## src/rtl/spl_pkg.sv

```systemverilog
package spl_pkg;

    // Framing states of the serial loader; ST_IDLE must stay encoded as zero
    typedef enum logic [2:0] {
        ST_IDLE  = 3'd0,  // pin driven, waiting for clock line high
        ST_HOLD  = 3'd1,  // pin released, waiting for clock low
        ST_LOW   = 3'd2,  // clock low, waiting for rise with data low
        ST_HI    = 3'd3,  // clock high, waiting for data rise
        ST_MARK  = 3'd4,  // data high, waiting for data fall
        ST_SHIFT = 3'd5,  // accepting data bits
        ST_STOPA = 3'd6,  // closing marker: data rose
        ST_STOPB = 3'd7   // closing marker: data fell, waiting clock fall
    } spl_state_e;

endpackage

```

## src/rtl/spl_sync.sv

```systemverilog
module spl_sync #(
    parameter int W      = 2,
    parameter int STAGES = 2
) (
    input  logic         clk,
    input  logic         rst_n,
    input  logic [W-1:0] din,
    output logic [W-1:0] dout
);

    for (genvar s = 0; s < STAGES; s++) begin : g_stage
        logic [W-1:0] q;
        if (s == 0) begin : g_first
            always_ff @(posedge clk or negedge rst_n) begin
                if (!rst_n) q <= '0;
                else        q <= din;
            end
        end else begin : g_next
            always_ff @(posedge clk or negedge rst_n) begin
                if (!rst_n) q <= '0;
                else        q <= g_stage[s-1].q;
            end
        end
    end

    assign dout = g_stage[STAGES-1].q;

endmodule

```

## src/rtl/spl_idle_timer.sv

```systemverilog
module spl_idle_timer #(
    parameter int LIMIT = 25000
) (
    input  logic clk,
    input  logic rst_n,
    input  logic busy,
    input  logic line_edge,
    output logic expire
);

    localparam int TW = $clog2(LIMIT + 1);

    logic [TW-1:0] cnt_d, cnt_q;

    assign expire = busy && (cnt_q == TW'(LIMIT - 1));

    always_comb begin
        if (!busy || line_edge || expire) cnt_d = '0;
        else                              cnt_d = cnt_q + 1'b1;
    end

    always_ff @(posedge clk or negedge rst_n) begin
        if (!rst_n) cnt_q <= '0;
        else        cnt_q <= cnt_d;
    end

endmodule

```

## src/rtl/spl_frame.sv

```systemverilog
module spl_frame
    import spl_pkg::*;
#(
    parameter int  REG_W = 20,
    localparam int CNT_W = $clog2(REG_W + 1)
) (
    input  logic             clk,
    input  logic             rst_n,
    input  logic             sclk_s,
    input  logic             sdat_s,
    input  logic             expire,
    output logic             busy,
    output logic             sclk_edge,
    output logic             commit,
    output logic [CNT_W-1:0] commit_cnt,
    output logic [REG_W-1:0] commit_bits
);

    typedef struct packed {
        spl_state_e       state;
        logic             sclk_p;
        logic             sdat_p;
        logic             pend;
        logic             pend_bit;
        logic [REG_W-1:0] shreg;
        logic [CNT_W-1:0] cnt;
    } frame_t;

    frame_t fr_d, fr_q;

    logic rise, fall, drise, dfall;

    assign rise  =  sclk_s & ~fr_q.sclk_p;
    assign fall  = ~sclk_s &  fr_q.sclk_p;
    assign drise =  sdat_s & ~fr_q.sdat_p;
    assign dfall = ~sdat_s &  fr_q.sdat_p;

    assign busy        = (fr_q.state != ST_IDLE);
    assign sclk_edge   = rise | fall;
    assign commit_cnt  = fr_q.cnt;
    assign commit_bits = fr_q.shreg;

    always_comb begin
        fr_d        = fr_q;
        fr_d.sclk_p = sclk_s;
        fr_d.sdat_p = sdat_s;
        commit      = 1'b0;
        if (expire && busy) begin
            fr_d.state = ST_IDLE;
            fr_d.pend  = 1'b0;
        end else begin
            unique case (fr_q.state)
                ST_IDLE:  if (sclk_s) fr_d.state = ST_HOLD;
                ST_HOLD:  if (fall) fr_d.state = ST_LOW;
                ST_LOW:   if (rise) fr_d.state = sdat_s ? ST_HOLD : ST_HI;
                ST_HI: begin
                    if (fall)       fr_d.state = ST_LOW;
                    else if (drise) fr_d.state = ST_MARK;
                end
                ST_MARK: begin
                    if (fall) begin
                        fr_d.state = ST_LOW;
                    end else if (dfall) begin
                        fr_d.state = ST_SHIFT;
                        fr_d.cnt   = '0;
                        fr_d.pend  = 1'b0;
                    end
                end
                ST_SHIFT: begin
                    if (rise) begin
                        // tentative bit: kept only if the clock falls next
                        fr_d.pend     = 1'b1;
                        fr_d.pend_bit = sdat_s;
                    end else if (fall) begin
                        if (fr_q.pend) begin
                            fr_d.shreg = {fr_q.shreg[REG_W-2:0], fr_q.pend_bit};
                            if (fr_q.cnt != CNT_W'(REG_W)) fr_d.cnt = fr_q.cnt + 1'b1;
                        end
                        fr_d.pend = 1'b0;
                    end else if (sclk_s && drise) begin
                        fr_d.state = ST_STOPA;
                        fr_d.pend  = 1'b0;
                    end else if (sclk_s && dfall) begin
                        fr_d.state = ST_HOLD;
                        fr_d.pend  = 1'b0;
                    end
                end
                ST_STOPA: begin
                    if (fall)       fr_d.state = ST_LOW;
                    else if (dfall) fr_d.state = ST_STOPB;
                end
                ST_STOPB: begin
                    if (fall) begin
                        commit     = 1'b1;
                        fr_d.state = ST_IDLE;
                    end else if (drise) begin
                        fr_d.state = ST_HOLD;
                    end
                end
                default: fr_d.state = ST_IDLE;
            endcase
        end
    end

    always_ff @(posedge clk or negedge rst_n) begin
        if (!rst_n) fr_q <= '0;
        else        fr_q <= fr_d;
    end

endmodule

```

## src/rtl/shared_pin_cfg_loader.sv

```systemverilog
module shared_pin_cfg_loader #(
    parameter int               REG_W       = 20,
    parameter int               SYNC_STAGES = 2,
    parameter int               TIMEOUT_CYC = 25000,
    parameter logic [REG_W-1:0] RESET_VAL   = 'h00E78
) (
    input  logic             clk,
    input  logic             rst_n,
    input  logic             cfg_clk_i,
    input  logic             cfg_data_i,
    output logic             pin_oe_o,
    output logic [REG_W-1:0] cfg_o
);

    localparam int CNT_W = $clog2(REG_W + 1);

    typedef struct packed {
        logic [REG_W-1:0] cfg;
    } reg_t;

    reg_t rg_d, rg_q;

    logic [1:0]       lines_s;
    logic             busy, sclk_edge, commit, expire;
    logic [CNT_W-1:0] commit_cnt;
    logic [REG_W-1:0] commit_bits, new_mask;

    spl_sync #(.W(2), .STAGES(SYNC_STAGES)) u_sync (
        .clk  (clk),
        .rst_n(rst_n),
        .din  ({cfg_clk_i, cfg_data_i}),
        .dout (lines_s)
    );

    spl_frame #(.REG_W(REG_W)) u_frame (
        .clk        (clk),
        .rst_n      (rst_n),
        .sclk_s     (lines_s[1]),
        .sdat_s     (lines_s[0]),
        .expire     (expire),
        .busy       (busy),
        .sclk_edge  (sclk_edge),
        .commit     (commit),
        .commit_cnt (commit_cnt),
        .commit_bits(commit_bits)
    );

    spl_idle_timer #(.LIMIT(TIMEOUT_CYC)) u_timer (
        .clk      (clk),
        .rst_n    (rst_n),
        .busy     (busy),
        .line_edge(sclk_edge),
        .expire   (expire)
    );

    always_comb begin
        for (int i = 0; i < REG_W; i++) new_mask[i] = (CNT_W'(i) < commit_cnt);
        rg_d = rg_q;
        if (commit) rg_d.cfg = (rg_q.cfg & ~new_mask) | (commit_bits & new_mask);
    end

    always_ff @(posedge clk or negedge rst_n) begin
        if (!rst_n) rg_q.cfg <= RESET_VAL;
        else        rg_q     <= rg_d;
    end

    assign cfg_o    = rg_q.cfg;
    assign pin_oe_o = ~busy;

endmodule

```

## config.mk

```make
export PLATFORM = sky130hd
export DESIGN_NAME = shared_pin_cfg_loader
export DESIGN_NICKNAME = d
export VERILOG_FILES = /design/src/rtl/spl_pkg.sv /design/src/rtl/spl_sync.sv /design/src/rtl/spl_idle_timer.sv /design/src/rtl/spl_frame.sv /design/src/rtl/shared_pin_cfg_loader.sv
export SDC_FILE = /design/constraint.sdc
export NUM_CORES = 1
export LEC_CHECK = 0
export CAP_MARGIN = 20
export CORE_MARGIN = 2
export CORE_UTILIZATION = 31
export DETAILED_ROUTE_END_ITERATION = 10
export HOLD_SLACK_MARGIN = 0.12
export PLACE_DENSITY = 0.54
export SYNTH_ARGS = -nofsm -noshare
export SYNTH_HDL_FRONTEND = slang
export SYNTH_SLANG_ARGS = --single-unit
```

## constraint.sdc

```tcl
create_clock -name clk -period 3.9 [get_ports clk]
set_input_delay 0.39 -clock clk [delete_from_list [all_inputs] [get_ports clk]]
set_output_delay 0.39 -clock clk [all_outputs]
set_load 0.02 [all_outputs]
```

==> results of run 1 <==
## cells in the final DEF (no fill, tap or decap), types with 10 or more instances in the layout
| cell type | n |
|---|---|
| a21oi_1 | 13 |
| clkdlybuf4s50_1 | 23 |
| dfrtp_1 | 64 |
| inv_1 | 10 |
| mux2_1 | 12 |
| mux2_2 | 30 |
| nand3_1 | 12 |
| nor2_1 | 22 |
| o21ai_1 | 11 |
| xnor2_1 | 10 |
## worst paths after layout
| kind | start | end | cells after the start |
|---|---|---|---|
| min in group clk | u_sync.g_stage[0].q[0] | u_sync.dout[0] | 0 |
| max in group asynchronous | rst_n | async pin | 2 |
| min | rst_n | u_timer.cnt_q[8] | 1 |
| max | u_timer.cnt_q[0] | u_frame.commit_bits[17] | 5 |
| min reg2reg | u_sync.g_stage[0].q[0] | u_sync.dout[0] | 0 |
| max reg2reg | u_timer.cnt_q[0] | u_frame.commit_bits[17] | 5 |
## per-stage QoR
| step | hold slack [ns] | cell area [um^2] | utilization, % | instances | worst slack (ns) |
|---|---|---|---|---|---|
| 6_report | 0.178 | 4260 | 37.4 | 489 | 0.704 |
| 5_1_grt | 0.259 | 4260 | 37.4 | 489 | 0.509 |
| 4_1_cts | 0.222 | 4260 | 37.4 | 489 | 0.693 |
| 3_5_place_dp | 0.336 | 3920 | 34.5 | 473 | 0.722 |
| 3_3_place_gp | 0.335 | 3920 | 34.5 | 473 | 0.836 |
| 2_1_floorplan | 0.0944 | 3600 | - | 328 | 1.97 |
## cells by family after synthesis
group | share of synthesized area (%)
mux | 14.5
simple gates | 14.9
fa+ha+maj | 1.74
compound gates | 12.1
buf+inv | 4.00
flops | 49.6
xor+xnor | 3.17
## routing by layer
metal	GRT usage [%]	routed length (um)	share of wire [%]
met1	18.5	3970	52
met2	18.0	3350	44
met3	2.83	227	3.0
met4	4.53	103	1.3
met5	0	0	0
## area by class of cell
class / count / area [um^2]
Tap cell: 143 / 179
Clock buffer: 13 / 270
Multi-Input combinational cell: 223 / 1670
Clock inverter: 3 / 65.1
Fill cell: 1125 / 7110
Inverter: 11 / 41.3
Timing Repair Buffer: 25 / 243
Sequential cell: 71 / 1790
## power by group
group          leakage (nW)  internal (W)  switching, W
clock network         0.166      0.000612      0.000305
registers             0.942      0.000781     0.0000833
logic                 0.689      0.000151      0.000212
## worst max-delay path, delay by kind of cell, from the launching register on
| family | cells | cell delay [ns] |
|---|---|---|
| AO/OA/AOI/OAI | 1 | 1.08 |
| adder cells (fa/ha/maj) | 1 | 0.23 |
| multiplexers | 1 | 0.43 |
| flip-flops | 1 | 0.39 |
| AND/OR/NAND/NOR | 2 | 0.94 |
==> reports/qor.txt, run 1 <==
Final HPWL DP = 5130 um
Max Buffers Root-to-Sink = 2
TritonCTS clock tree = built
Fmax achieved = 313 MHz
Post-Syn Instances = 328
EDFF count, synth = 0
clock sink count = 71
Crit. End Element = flip-flop
Least-Margin Pin Slew = 1.07 ns
H-tree levels = 3
port bufs = 24
Mapped Nets = 337
synthesized area per cell = 11.0 um^2
prevailing post-synth register cell = dfrtp_1
layout cells sized above 1 = 18.2%
Fin. Hold Viols = 0
GR Util All Layers = 12.5%
cell with the most instances after synthesis = dfrtp_1
total wire length = 7650 um
Core Region = 11400 um^2
synth warn = 0
sequential element share of the synthesized area = 49.6%
first drt pass iteration count = 4
Post-CTS Setup Bufs = 0
number of global-route vias before repair = 2410
status = complete, no violations
Hold Crit Class = in -> async
crit path cell chain = ha_1 > nand3_1 > nand4b_2 > o21ai_2 > mux2_2
layout net count = 350
via count = 2525
Antenna Nets Post-Route = 0
Slew Limit Headroom = 28.8%
n_diodes = 0
Final Cycle Share = 82.0%
final setup fails = 0
fin crit period = 3.20 ns
die area = 12500 um^2
Power, Total = 0.00214 W
DRC Markers = 0
CP peak stage delay = 1.08 ns
total of max-cap violations = 0
clock-pin slew on the worst setup and hold paths = 0.06 ns
flops & latches, synth = 71
Synth area leaders = dfrtp_1, mux2_2, dfstp_2, mux2_1, xnor2_1
pin count of the biggest net entering global routing = 39
first-pass GRT wire length = 12600 um
Reg2Reg Setup Slack = 0.70 ns
post-synth top area share = 44.5%
DR iter-0 viols = 101
number of CTS-inserted buffers = 9
GR Overflow Total = 0
Max rail drop VDD = 0.256 mV
CP Class = reg -> reg
initial antenna violation count = 0
Post-Syn Area = 3600 um^2
RSZ-0062 raised after global routing = false
required time of the critical path = 4.11 ns
Pins Over Slew Limit = 0
top cells by count, synth = dfrtp_1, mux2_2, nor2_1
post-CTS sizing = 0
CTS Hold Bufs = 0
Static Leak = 1.80 nW
post-synth cell types = 62
Clk Latency, worst-skew pair = 0.33 ns
GPL Wtd Cong = 0.798
Worst setup SP type = flip-flop
Chip Height = 112 um
Critical Path AT = 3.40 ns
Ports = 25
CTS Root Cell = clkbuf_16
routed length per instance = 15.7 um
starting density of the core = 31.6%
TNS Setup = 0 ns
Power Dens Cells = 504 nW/um^2
vias per cell = 5.16
Worst Path Max Fanout = 24
Post-Route Skew = 0.00820 ns
num rows = 39
die width = 112 um
Post-synth ARST share = 100%
most area-hungry cell type in the Yosys netlist = dfrtp_1
crit path max-delay cell type = o21ai_2
Syn-to-layout area delta = 18.3%
No activity file was read; power rests on OpenSTA's default activity.
==> inputs of run 2 (changes only) <==
--- a/config.mk
+++ b/config.mk
@@ -10,7 +10,7 @@
 export CORE_UTILIZATION = 31
 export DETAILED_ROUTE_END_ITERATION = 10
 export HOLD_SLACK_MARGIN = 0.12
-export PLACE_DENSITY = 0.54
+export PLACE_DENSITY = 0.56
 export SYNTH_ARGS = -nofsm -noshare
 export SYNTH_HDL_FRONTEND = slang
 export SYNTH_SLANG_ARGS = --single-unit
==> constraint.sdc (replaced) <==
create_clock -name clk -period 2.72 [get_ports clk]
set_input_delay 0.272 -clock clk [delete_from_list [all_inputs] [get_ports clk]]
set_output_delay 0.272 -clock clk [all_outputs]
set_load 0.02 [all_outputs]
==> run 2 against run 1 <==
Against the previous run: die area stayed put; clock-buffer cell count shrank 2; combinational power increased by 59%; power is 42% higher; utilization grew 0.52 points; clock skew increased by 0.0029 ns; hold slack better by 0.17 ns; first-iteration DRC count is 76% higher; critical path depth decreased by 2; sequential share of layout area is 0.57 points lower; worst setup slack worse by 0.57 ns; clock power grew 38%; critical endpoint is now pin_oe_o; largest power group unchanged; highest routed layer unchanged.
==> reports/qor.txt, run 2 (synthesis results as in run 1) <==
required time of the critical path = 2.45 ns (-1.66 ns)
via count = 2596 (+2.8%)
Final Cycle Share = 94.9%
Post-Route Skew = 0.0111 ns (+0.00285 ns)
most frequent cells in the layout = dfrtp_1, mux2_2, clkdlybuf4s50_1
Antenna Nets Post-Route = 0 (unchanged)
Final HPWL DP = 5210 um (+1.5%)
FILL cells = 1107 (-1.6%)
Static Leak = 1.83 nW (+1.7%)
die area = 12500 um^2 (unchanged)
num rows = 39 (unchanged)
RR Startpoint = u_sync.dout[1]
Reg2Reg Setup Slack = 0.39 ns (-0.31 ns)
routed length per instance = 15.1 um (-3.6%)
final setup fails = 0 (unchanged)
DR WL met3 = 194 um (-15%)
fin crit period = 2.58 ns
Clk Latency, worst-skew pair = 0.33 ns (about the same)
WL met2 = 3340 um (-0.24%)
DP Area = 3980 um^2 (+1.5%)
first drt pass iteration count = 4 (unchanged)
clock network fraction of total power = 41.5% (-1.3 points)
Power Dens Cells = 708 nW/um^2 (+41%)
Max rail drop VDD = 0.336 mV (+31%)
die width = 112 um (unchanged)
TritonCTS clock tree = built
layout net count = 359 (+2.6%)
switching power total = 0.000861 W (+43%)
H-tree levels = 3 (unchanged)
Setup crit end = pin_oe_o
CP Buf/Inv Count = 2 (+2)
RSZ-0062 raised after global routing = false
crit path max-delay cell type = clkdlybuf4s50_1
CP peak stage delay = 0.66 ns (-0.42 ns)
commonest non-fill, non-tap cell in the layout = dfrtp_1
Met1 Wirelength = 3820 um (-4.0%)
crit path cell chain = or3_1 > inv_2 > clkdlybuf4s50_1
pin count of the biggest net entering global routing = 27 (-31%)
Max Buffers Root-to-Sink = 2 (unchanged)
Hold Crit Class = reg -> reg
Crit. End Element = output pin
Post-CTS Setup Bufs = 0 (unchanged)
GR Overflow Total = 0 (unchanged)
Least-Margin Pin Slew = 0.577 ns (-0.491 ns)
placed cell count = 481 (+1.7%)
CTS Hold Bufs = 1 (+1)
multi-input logic area = 1670 um^2 (unchanged)
Syn-to-layout area delta = 19.9%
Worst Path Max Fanout = 14 (-42%)
Critical Path AT = 2.31 ns (-1.09 ns)
clock-pin slew on the worst setup and hold paths = 0.06 ns (about the same)
status = complete, no violations
Gate power share = 18.9% (+2.0 points)
post-CTS sizing = 0 (unchanged)
total of max-cap violations = 0 (unchanged)
R2R depth = 5 (unchanged)
GR Util All Layers = 13.2% (+0.67 points)
CTS Root Cell = clkbuf_16
Fmax achieved = 387 MHz
crit path launch = u_frame.fr_q[30]
starting density of the core = 31.6% (unchanged)
port bufs = 24 (unchanged)
first-pass GRT wire length = 13400 um (+6.4%)
n_diodes = 0 (unchanged)
Slew Limit Headroom = 61.5% (+33 points)
total wire length = 7510 um (-1.8%)
post-route insts no fill = 498 (+1.8%)
Worst setup SP type = flip-flop
Int Pwr = 0.00219 W (+42%)
Switching Fraction = 28.2% (+0.19 points)
Ports = 25 (unchanged)
CP Class = reg -> out
Fin. Hold Viols = 0 (unchanged)
clock sink count = 71 (unchanged)
CP delay by family, top = buffers and inverters
cell depth of the worst setup path = 3 (-2)
DR iter-0 viols = 178 (+76%)
Register Area = 1790 um^2 (unchanged)
DRC Markers = 0 (unchanged)
Pins Over Slew Limit = 0 (unchanged)
number of global-route vias before repair = 2635 (+9.3%)
Highest Signal Layer = met4
TNS Setup = 0 ns (unchanged)
Chip Height = 112 um (unchanged)
final instance area = 4310 um^2 (+1.4%)
Core Region = 11400 um^2 (unchanged)
number of CTS-inserted buffers = 9 (unchanged)
vias per cell = 5.21 (+0.95%)
layout cells sized above 1 = 20.0% (+1.8 points)
sequential share of power = 39.7% (-0.6 points)
initial antenna violation count = 0 (unchanged)
GPL Wtd Cong = 0.785 (-1.5%)
[run 2: cell types whose count changed in the layout (fill, tap and decap cells not counted), sizes merged]
| cell | change |
|---|---|
| buf | +8 |
| clkbuf | -2 |
| clkinvlp | +1 |
| dlygate4sd3 | +1 |
| inv | +1 |
[run 2: worst reg2reg max path: cells and delay by family (launching register included)]
family	cells	cell delay (ns)
adder cells (fa/ha/maj)	1	0.42
buffers and inverters	1	0.09
flip-flops	1	0.44
multiplexers	1	0.32
AND/OR/NAND/NOR	2	0.94
[run 2: per-layer routing]
layer	vias up	GRT usage, %
li1	1250	-
met1	1284	19.2
met2	49	18.6
met3	13	3.48
met4	0	5.51
met5	-	0
[run 2: power by group through the flow]
stage               logic (W)  registers (W)  clock network (W)
CTS                  0.000581        0.00121            0.00129
global route         0.000654        0.00123            0.00135
global placement     0.000573        0.00122                  0
detailed placement   0.000578        0.00123                  0
finish               0.000576        0.00121            0.00127
floorplan            0.000474        0.00118                  0
[run 2: layout make-up]
class | count | share of cell area [%]
multi-input cells | 223 | 38.7
well taps | 143 | 4.15
flip-flops and latches | 71 | 41.4
clock inverters | 5 | 1.89
repair buffers | 34 | 7.25
inverters | 11 | 0.957
clock buffers | 11 | 5.63
[run 2: how the worst min path moves through the flow]
stage | depth (start not counted) | endpoint | slack (ns) | from
global placement | 1 | u_timer.cnt_q[8] | 0.30 | rst_n
finish | 0 | u_sync.dout[0] | 0.35 | u_sync.g_stage[0].q[0]
floorplan | 0 | async pin | -0.02 | rst_n
global route | 0 | u_sync.dout[0] | 0.37 | u_sync.g_stage[0].q[0]
CTS | 0 | u_sync.dout[0] | 0.35 | u_sync.g_stage[0].q[0]
detailed placement | 1 | u_timer.cnt_q[11] | 0.30 | rst_n
[run 2: stage by stage]
step	worst slack, ns	power [W]	util [%]	hold WS [ns]
2_1_floorplan	0.785	0.00165	-	-0.0236
3_3_place_gp	0.464	0.00180	35.0	0.296
3_5_place_dp	0.422	0.00180	35.0	0.305
4_1_cts	0.128	0.00308	37.9	0.350
5_1_grt	0.0191	0.00323	37.9	0.366
6_report	0.138	0.00305	37.9	0.348
==> inputs of run 3 (changes only) <==
--- a/config.mk
+++ b/config.mk
@@ -11,6 +11,7 @@
 export DETAILED_ROUTE_END_ITERATION = 10
 export HOLD_SLACK_MARGIN = 0.12
 export PLACE_DENSITY = 0.56
+export SETUP_SLACK_MARGIN = 0.1
 export SYNTH_ARGS = -nofsm -noshare
 export SYNTH_HDL_FRONTEND = slang
 export SYNTH_SLANG_ARGS = --single-unit
==> run 3 against run 2 <==
Against the previous run: utilization is essentially flat; clock skew about the same; register-to-register slack about the same; maximum frequency grew 2.9%; global-route usage is the same; routed wire length is 0.44% higher; clock-buffer cell count stayed put; non-clock buffer count unchanged; critical endpoint unchanged; largest cell class unchanged.
==> reports/qor.txt, run 3 (synthesis results as in run 1) <==
die area = 12500 um^2 (unchanged)
Pins Over Slew Limit = 0 (unchanged)
Crit. End Element = output pin
port bufs = 24 (unchanged)
Slew Limit Headroom = 60.2% (-1.4 points)
Worst setup SP type = flip-flop
number of global-route vias before repair = 2635 (unchanged)
crit path cell chain = or3_1 > inv_4 > clkdlybuf4s50_1
total of max-cap violations = 0 (unchanged)
required time of the critical path = 2.45 ns (about the same)
via count = 2623 (+1.0%)
vias per cell = 5.27 (+1.0%)
clock sink count = 71 (unchanged)
starting density of the core = 31.6% (unchanged)
final setup fails = 0 (unchanged)
GR Overflow Total = 0 (unchanged)
Worst Path Max Fanout = 14 (unchanged)
first-pass GRT wire length = 13400 um (unchanged)
Ports = 25 (unchanged)
total wire length = 7550 um (+0.44%)
Final WS setup = 0.212 ns (+0.0735 ns)
first drt pass iteration count = 5 (+1)
TritonCTS clock tree = built
number of CTS-inserted buffers = 9 (unchanged)
Fin. Hold Viols = 0 (unchanged)
Hold Crit Class = reg -> reg
pin count of the biggest net entering global routing = 27 (unchanged)
RSZ-0062 raised after global routing = false
status = complete, no violations
GPL Wtd Cong = 0.785 (unchanged)
Final Cycle Share = 92.2% (-2.7 points)
Post-Route Skew = 0.0106 ns (-0.000449 ns)
CTS Root Cell = clkbuf_16
layout cells sized above 1 = 20.0% (unchanged)
Least-Margin Pin Slew = 0.597 ns (+0.0205 ns)
fin crit period = 2.51 ns (-0.0735 ns)
CP Class = reg -> out
DR iter-0 viols = 201 (+13%)
Static Leak = 1.83 nW (about the same)
Final HPWL DP = 5210 um (unchanged)
Max Buffers Root-to-Sink = 2 (unchanged)
Antenna Nets Post-Route = 0 (unchanged)
num rows = 39 (unchanged)
initial antenna violation count = 0 (unchanged)
crit path max-delay cell type = clkdlybuf4s50_1
Power Dens Cells = 709 nW/um^2 (+0.22%)
die width = 112 um (unchanged)
Syn-to-layout area delta = 20.0% (about the same)
DRC Markers = 0 (unchanged)
Critical Path AT = 2.24 ns (-0.07 ns)
GR Util All Layers = 13.2% (unchanged)
Power, Total = 0.00306 W (+0.28%)
Max rail drop VDD = 0.341 mV (+1.5%)
clock-pin slew on the worst setup and hold paths = 0.06 ns (about the same)
n_diodes = 0 (unchanged)
Fmax achieved = 399 MHz (+2.9%)
Clk Latency, worst-skew pair = 0.33 ns (about the same)
H-tree levels = 3 (unchanged)
hold slack = 0.348 ns (-0.00000100 ns)
Chip Height = 112 um (unchanged)
Core Region = 11400 um^2 (unchanged)
routed length per instance = 15.2 um (+0.44%)
CP peak stage delay = 0.63 ns (-0.03 ns)
TNS Setup = 0 ns (unchanged)
commonest non-fill, non-tap cell in the layout = dfrtp_1
layout net count = 359 (unchanged)
Post-CTS Setup Bufs = 0 (unchanged)
most frequent cells in the layout = dfrtp_1, mux2_2, clkdlybuf4s50_1
DP Worst Slack = 0.422 ns (unchanged)
run 3: cell counts in the layout (fill, tap and decap cells not counted):
No cell type changed its count.
run 3: worst max-delay path, delay by kind of cell (launching register included):
| kind | cells | cell delay, ns |
|---|---|---|
| buffers and inverters | 2 | 0.84 |
| and+or+nand+nor | 1 | 0.56 |
| DFF | 1 | 0.51 |
run 3: repair_timing:
item                                   CTS  global route
gates resized for setup                  0             1
setup endpoints to repair                0             1
endpoints found under the hold margin   18             0
hold buffers                             1             0
run 3: final cells by class:
class                           count  area (um^2)
Clock inverter                      5         81.3
Multi-Input combinational cell    223         1670
Fill cell                        1107         7050
Inverter                           11         43.8
Tap cell                          143          179
Timing Repair Buffer               34          313
Sequential cell                    71         1790
Clock buffer                       11          243
run 3: metal layers:
metal  vias up  wire (um)  track usage (%)
met1      1296       3760             19.2
met4         0        143             5.51
met2        63       3340             18.6
met3        15        298             3.48
li1       1249          -                -
met5         -          0                0
run 3: final timing paths:
path	from	end	slack [ns]	cells after the start
setup / recovery	u_frame.fr_q[30]	pin_oe_o	0.21	3
max in group asynchronous	rst_n	async pin	1.48	3
setup reg to reg	u_sync.dout[1]	flip-flop	0.38	5
min in group asynchronous	rst_n	u_timer.cnt_q[8]	0.46	2
hold reg to reg	u_sync.g_stage[0].q[0]	u_sync.dout[0]	0.35	0
hold / removal	u_sync.g_stage[0].q[0]	u_sync.dout[0]	0.35	0
run 3: through the flow:
step / cells / util [%] / cell area (um^2)
final: 498 / 38.0 / 4320
after global routing: 498 / 38.0 / 4320
after CTS: 498 / 37.9 / 4310
after detailed placement: 481 / 35.0 / 3980
after global placement: 481 / 35.0 / 3980
after floorplan: 328 / - / 3600
run 3: power by group:
group          leakage (nW)  total, W  internal, W  switching [W]
clock                 0.156   0.00127     0.000829       0.000440
combinational         0.729  0.000581     0.000245       0.000336
sequential            0.942   0.00121      0.00112      0.0000913
